### src/rtl/serial_frame_core.sv
module serial_frame_core #(
  parameter int DIV_W = 12,
  parameter int SUB_W = 4
) (
  input  logic             clk,
  input  logic             rst_n,
  input  logic [DIV_W-1:0] baud_div,
  input  logic [3:0]       fmt,
  input  logic             tx_en,
  input  logic             rx_en,
  input  logic             brk,
  input  logic             loopback,
  input  logic [7:0]       tx_data,
  input  logic             tx_valid,
  output logic             tx_ready,
  output logic             tx_busy,
  output logic             txd,
  input  logic             rxd,
  output logic [7:0]       rx_data,
  output logic             rx_valid,
  output logic             rx_perr,
  output logic             rx_ferr,
  output logic             rx_ovr,
  input  logic             rx_take
);
  localparam int OVS = 1 << SUB_W;
  localparam int MID = OVS / 2 - 1;
  localparam int FW  = 12;
  localparam int CW  = 4;

  wire par_on   = fmt[0];
  wire par_even = fmt[1];
  wire two_stop = fmt[2];
  wire eight    = fmt[3];

  // transmitter
  logic             tx_act;
  logic [FW-1:0]    tx_sh;
  logic [CW-1:0]    tx_left;
  logic [DIV_W-1:0] tx_pre;
  logic [SUB_W-1:0] tx_sub;
  logic [FW-1:0]    frame;
  logic [CW-1:0]    frame_len;
  logic             pbit;

  assign pbit = (eight ? ^tx_data : ^tx_data[6:0]) ^ ~par_even;

  always_comb begin
    frame      = '1;
    frame[0]   = 1'b0;
    frame[7:1] = tx_data[6:0];
    frame[8]   = eight ? tx_data[7] : (par_on ? pbit : 1'b1);
    frame[9]   = (eight && par_on) ? pbit : 1'b1;
    frame_len  = CW'(9) + CW'(eight) + CW'(par_on) + CW'(two_stop);
  end

  wire tx_tick = (tx_pre == baud_div);

  assign tx_ready = tx_en & ~tx_act;
  assign tx_busy  = tx_act;
  assign txd      = ~brk & (~tx_act | tx_sh[0]);

  always_ff @(posedge clk or negedge rst_n) begin
    if (!rst_n) begin
      tx_act  <= 1'b0;
      tx_sh   <= '1;
      tx_left <= '0;
      tx_pre  <= '0;
      tx_sub  <= '0;
    end else if (!tx_en) begin
      tx_act <= 1'b0;
      tx_pre <= '0;
      tx_sub <= '0;
    end else if (tx_valid && !tx_act) begin
      tx_act  <= 1'b1;
      tx_sh   <= frame;
      tx_left <= frame_len;
      tx_pre  <= '0;
      tx_sub  <= '0;
    end else if (tx_act) begin
      if (tx_tick) begin
        tx_pre <= '0;
        tx_sub <= tx_sub + 1'b1;
        if (tx_sub == SUB_W'(OVS - 1)) begin
          tx_sh   <= {1'b1, tx_sh[FW-1:1]};
          tx_left <= tx_left - 1'b1;
          if (tx_left == CW'(1)) tx_act <= 1'b0;
        end
      end else begin
        tx_pre <= tx_pre + 1'b1;
      end
    end
  end

  // receiver
  logic             s1, rx_line;
  logic             rx_act;
  logic [DIV_W-1:0] rx_pre;
  logic [SUB_W-1:0] rx_sub;
  logic [CW-1:0]    rx_idx;
  logic [7:0]       rx_sh;
  logic             rx_pacc, rx_perr_q;
  logic [3:0]       rx_fmt;

  wire rx_src = loopback ? txd : rxd;

  always_ff @(posedge clk or negedge rst_n) begin
    if (!rst_n) begin
      s1      <= 1'b1;
      rx_line <= 1'b1;
    end else begin
      s1      <= rx_src;
      rx_line <= s1;
    end
  end

  wire          rx_tick  = (rx_pre == baud_div);
  wire          rx_mid   = rx_act && rx_tick && (rx_sub == SUB_W'(MID));
  wire [CW-1:0] rx_nd    = rx_fmt[3] ? CW'(8) : CW'(7);
  wire [CW-1:0] stop_idx = CW'(1) + rx_nd + CW'(rx_fmt[0]);
  wire          rx_done  = rx_mid && (rx_idx == stop_idx);

  always_ff @(posedge clk or negedge rst_n) begin
    if (!rst_n) begin
      rx_act    <= 1'b0;
      rx_pre    <= '0;
      rx_sub    <= '0;
      rx_idx    <= '0;
      rx_sh     <= '0;
      rx_pacc   <= 1'b0;
      rx_perr_q <= 1'b0;
      rx_fmt    <= '0;
    end else if (!rx_en) begin
      rx_act <= 1'b0;
    end else if (!rx_act) begin
      if (!rx_line) begin
        rx_act    <= 1'b1;
        rx_pre    <= '0;
        rx_sub    <= '0;
        rx_idx    <= '0;
        rx_sh     <= '0;
        rx_pacc   <= 1'b0;
        rx_perr_q <= 1'b0;
        rx_fmt    <= fmt;
      end
    end else begin
      if (rx_tick) begin
        rx_pre <= '0;
        rx_sub <= rx_sub + 1'b1;
      end else begin
        rx_pre <= rx_pre + 1'b1;
      end
      if (rx_mid) begin
        if (rx_idx == '0) begin
          if (rx_line) rx_act <= 1'b0;
          else         rx_idx <= rx_idx + 1'b1;
        end else if (rx_idx <= rx_nd) begin
          rx_sh[3'(rx_idx - 1'b1)] <= rx_line;
          rx_pacc <= rx_pacc ^ rx_line;
          rx_idx  <= rx_idx + 1'b1;
        end else if (rx_idx == stop_idx) begin
          rx_act <= 1'b0;
        end else begin
          rx_perr_q <= rx_pacc ^ rx_line ^ ~rx_fmt[1];
          rx_idx    <= rx_idx + 1'b1;
        end
      end
    end
  end

  always_ff @(posedge clk or negedge rst_n) begin
    if (!rst_n) begin
      rx_valid <= 1'b0;
      rx_data  <= '0;
      rx_perr  <= 1'b0;
      rx_ferr  <= 1'b0;
      rx_ovr   <= 1'b0;
    end else if (rx_done) begin
      rx_valid <= 1'b1;
      rx_data  <= rx_sh;
      rx_perr  <= rx_fmt[0] & rx_perr_q;
      rx_ferr  <= ~rx_line;
      rx_ovr   <= rx_valid & ~rx_take;
    end else if (rx_take) begin
      rx_valid <= 1'b0;
    end
  end


  tx_off_chk: assert property (@(posedge clk) disable iff (!rst_n)
    !tx_en |=> !tx_busy);


  brk_low_chk: assert property (@(posedge clk) disable iff (!rst_n)
    brk |-> !txd);


  accept_chk: assert property (@(posedge clk) disable iff (!rst_n)
    tx_valid && tx_ready |=> tx_busy && !tx_ready);


  ovr_set_chk: assert property (@(posedge clk) disable iff (!rst_n)
    rx_done && rx_valid && !rx_take |=> rx_valid && rx_ovr);


  rx_hold_chk: assert property (@(posedge clk) disable iff (!rst_n)
    rx_valid && !rx_take && !rx_done |=> rx_valid && $stable(rx_data));


  glitch_chk: assert property (@(posedge clk) disable iff (!rst_n)
    rx_mid && rx_idx == '0 && rx_line && rx_en |=> !rx_act);

endmodule

### config.mk
export PLATFORM = sky130hd
export DESIGN_NAME = serial_frame_core
export DESIGN_NICKNAME = d
export VERILOG_FILES = /design/src/rtl/serial_frame_core.sv
export SDC_FILE = /design/constraint.sdc
export NUM_CORES = 1
export LEC_CHECK = 0
export ABC_AREA = 1
export BUFFER_PORTS_ARGS = -buffer_cell sky130_fd_sc_hd__buf_2
export CORE_UTILIZATION = 60
export DETAILED_ROUTE_END_ITERATION = 7
export PLACE_DENSITY = 0.86
export SYNTH_ARGS = -nofsm -noshare
export SYNTH_HDL_FRONTEND = slang
export SYNTH_SLANG_ARGS = --single-unit
export TNS_END_PERCENT = 10
### constraint.sdc
create_clock -name clk -period 5.3 [get_ports clk]
set_clock_uncertainty 0.1 [all_clocks]
set_input_delay 1.06 -clock clk [delete_from_list [all_inputs] [get_ports clk]]
set_output_delay 1.06 -clock clk [all_outputs]
set_load 0.1 [all_outputs]
==> metrics.csv <==
metric;value;unit
max-cap violations;0;
Max Root-Sink Buffers;2;
NumNets Final;717;
worst r2r dst;rx_data[5];
Clock Sinks;79;
slowest cell on the critical path;buf_2;
dpl cells;758;
critical path, cell by cell;buf_2 -> inv_2 -> nor2_2 -> buf_2;
area of the die;8330;um^2
first-pass GRT wire length;17400;um
width of the die;91.3;um
Worst-Margin Slew;952;ps
R2R depth;4;
flops & latches, synth;79;
P_leak;2.58;nW
initial core utilization;61.9;%
largest net degree at the start of global routing;80;
site row count;32;
IO Pins;48;
CTS tree;built;
Core ar.;7730;um^2
YS warnings;0;
Clock Latency Late Sink;360;ps
Pwr Density;297;nW/um^2
crit path DAT;1820;ps
CP max FO;4;
reg2reg start;rx_act;
Final min period;2980;ps
Yosys top cell by area;dfrtp_1;
worst hold path type;reg -> reg;
status;finished, final reports clean;
Worst Hold Depth;0;
CP dominant cell by count;buf_2;
Num CTS Buffers;9;
ys flop type;dfrtp_1;
n_diodes;0;
startpoint types;input port;
hold-fix buffers at CTS;0;
syn_nets;672;
Post-Synthesis Cells;622;
critical path type;in -> out;
Yosys top cell area share;35.1;%
cell family with most CP delay;buffers and inverters;
Detail Route Antenna Nets;0;
root buf cell;clkbuf_8;
Setup TNS;0;ps
Die Y;91.3;um
overflow left after global routing;0;
initial antenna violation count;0;
RSZ-0062 raised after global routing;false;
WP depth;4;
DR vias;4139;
post-route insts no fill;774;
# DRC;0;
Post-synth EDFFs;0;
routed wire length;10000;um
r2r setup slk;2810;ps
Worst-path clk slew;70;ps
Async S/R FF share, synth;100;%
Tcrit/Tclk final;56.3;%
Post-CTS Setup Inserts;0;
Worst Path Required;4140;ps
gpl congestion;0.920;
Slew Viols, Final;0;
highest clock rate;0.335;GHz
CP Capture Type;output port;
post-cts gate resize count;0;
max incr delay on CP;460;ps
Hold Fails Final Rpt;0;
endpoints failing setup;0;
drt pass-1 iters;5;
DP Wirelength;7260;um
Unique masters post-synth;39;
peak supply drop;176;uV
CTS H-tree lvls;3;
worst path bufs/invs;3;
Syn Std Cell Area;4780;um^2
vias per cell;5.35;
CP Capture Point;tx_ready;
vias in the first global route;3958;
cells taking the most area after synthesis;dfrtp_1 35%, nand2_1 15%, dfstp_2 6.6%;
Critical path origin;tx_en;
ratio of cells with drive above 1 in the final layout;17.0;%
Syn Area/Cell;7.69;um^2
Routed WL per cell;13.0;um
GR Util All Layers;26.2;%
Relative slew margins;36.6;%
1st-iter DRT viols;217;
synth-to-layout area growth;9.87;%
IO Port Bufs;47;
sequential area share after synthesis;41.7;%
## registers in the layout, indices dropped and copies added (netlist names), 3 cells and up
register and count:
tx_sh 10, tx_sub 4, rx_data 8, tx_pre 12
tx_left 4, rx_idx 4, rx_sh 8, rx_sub 4
rx_pre 12, rx_fmt 3
## report_power, final
part / leakage (nW) / switching [mW] / internal, mW
Sequential: 1.04 / 0.0611 / 0.682
Clock: 0.0964 / 0.219 / 0.229
Combinational: 1.45 / 0.239 / 0.128
Total: 2.58 / 0.519 / 1.04
## stage by stage
step	util [%]	worst slack [ps]	power, mW	instance area (um^2)	hold slack [ps]
global route	68.0	2200	1.65	5250	267
detailed placement	65.5	2100	1.11	5060	247
CTS	68.0	2320	1.56	5250	266
finish	68.0	2320	1.56	5250	264
floorplan	-	1810	1.02	4780	245
global placement	65.5	2220	1.09	5060	246
## area by class of cell
cell class              instances  area [um^2]
fillers                       603         2470
multi-input cells             465         2460
flip-flops and latches         79         1990
inverters                      65          244
repair buffers                 47          238
clock buffers                  12          145
well taps                     102          128
clock inverters                 4         47.5
## synthesized netlist by cell type (2+ instances only)
| master | count |
|---|---|
| nand2_1 | 193 |
| nor3_1 | 12 |
| o21ai_1 | 18 |
| xor2_1 | 23 |
| nor3_2 | 6 |
| inv_1 | 55 |
| buf_4 | 3 |
| nand4_1 | 14 |
| nor2_1 | 53 |
| buf_2 | 6 |
| a31oi_1 | 2 |
| inv_2 | 9 |
| xnor2_1 | 17 |
| o21ai_0 | 29 |
| ha_1 | 17 |
| nand3_2 | 4 |
| clkbuf_1 | 2 |
| dfrtp_1 | 67 |
| or2_2 | 6 |
| nand2_2 | 4 |
| a21oi_1 | 8 |
| nor2_2 | 2 |
| dfstp_2 | 12 |
| nand3_1 | 44 |
| o21ai_2 | 2 |
## worst min path at each step
stage,start,to,slack [ps]
detailed placement,s1,rx_line,250
floorplan,s1,rx_line,250
finish,s1,rx_line,260
global placement,s1,rx_line,250
CTS,s1,rx_line,270
global route,s1,rx_line,270
## worst reg2reg max path, stage by stage, from the launching register on
cell and delay, ps:
dfrtp_1 880, inv_2 280, nor3_2 300, nand4_2 500, o21ai_1 340
## cell usage in the layout, fill, tap and decap left out, types with 6 or more instances in the layout
cell type / netlist / final
nand3_1: 44 / 44
xor2_1: 23 / 23
clkbuf_8: 0 / 10
nor3_1: 12 / 12
ha_1: 17 / 17
a21oi_1: 8 / 8
nor2_1: 53 / 53
xnor2_1: 17 / 17
nand4_1: 14 / 14
buf_2: 6 / 46
or2_2: 6 / 6
inv_2: 9 / 9
nor3_2: 6 / 6
dfrtp_1: 67 / 67
o21ai_0: 29 / 29
o21ai_1: 18 / 18
nand2_1: 193 / 193
dfstp_2: 12 / 12
inv_1: 55 / 55
## cell families after synthesis
family / share of synthesized area, %
muxes: 0.236
adders and majority gates: 4.45
buffers and inverters: 6.91
and+or+nand+nor: 32.2
DFF: 41.7
xor gates and xnor gates: 7.33
AOI/OAI and AO/OA: 7.22
## per-layer routing
layer	vias up	GRT usage, %	part of all wire [%]
met5	-	0	0
met4	0	10.1	1.9
met3	22	4.19	4.3
met2	112	45.9	49
met1	1925	32.3	45
li1	2080	-	-
(Power assumes the default switching activity.)
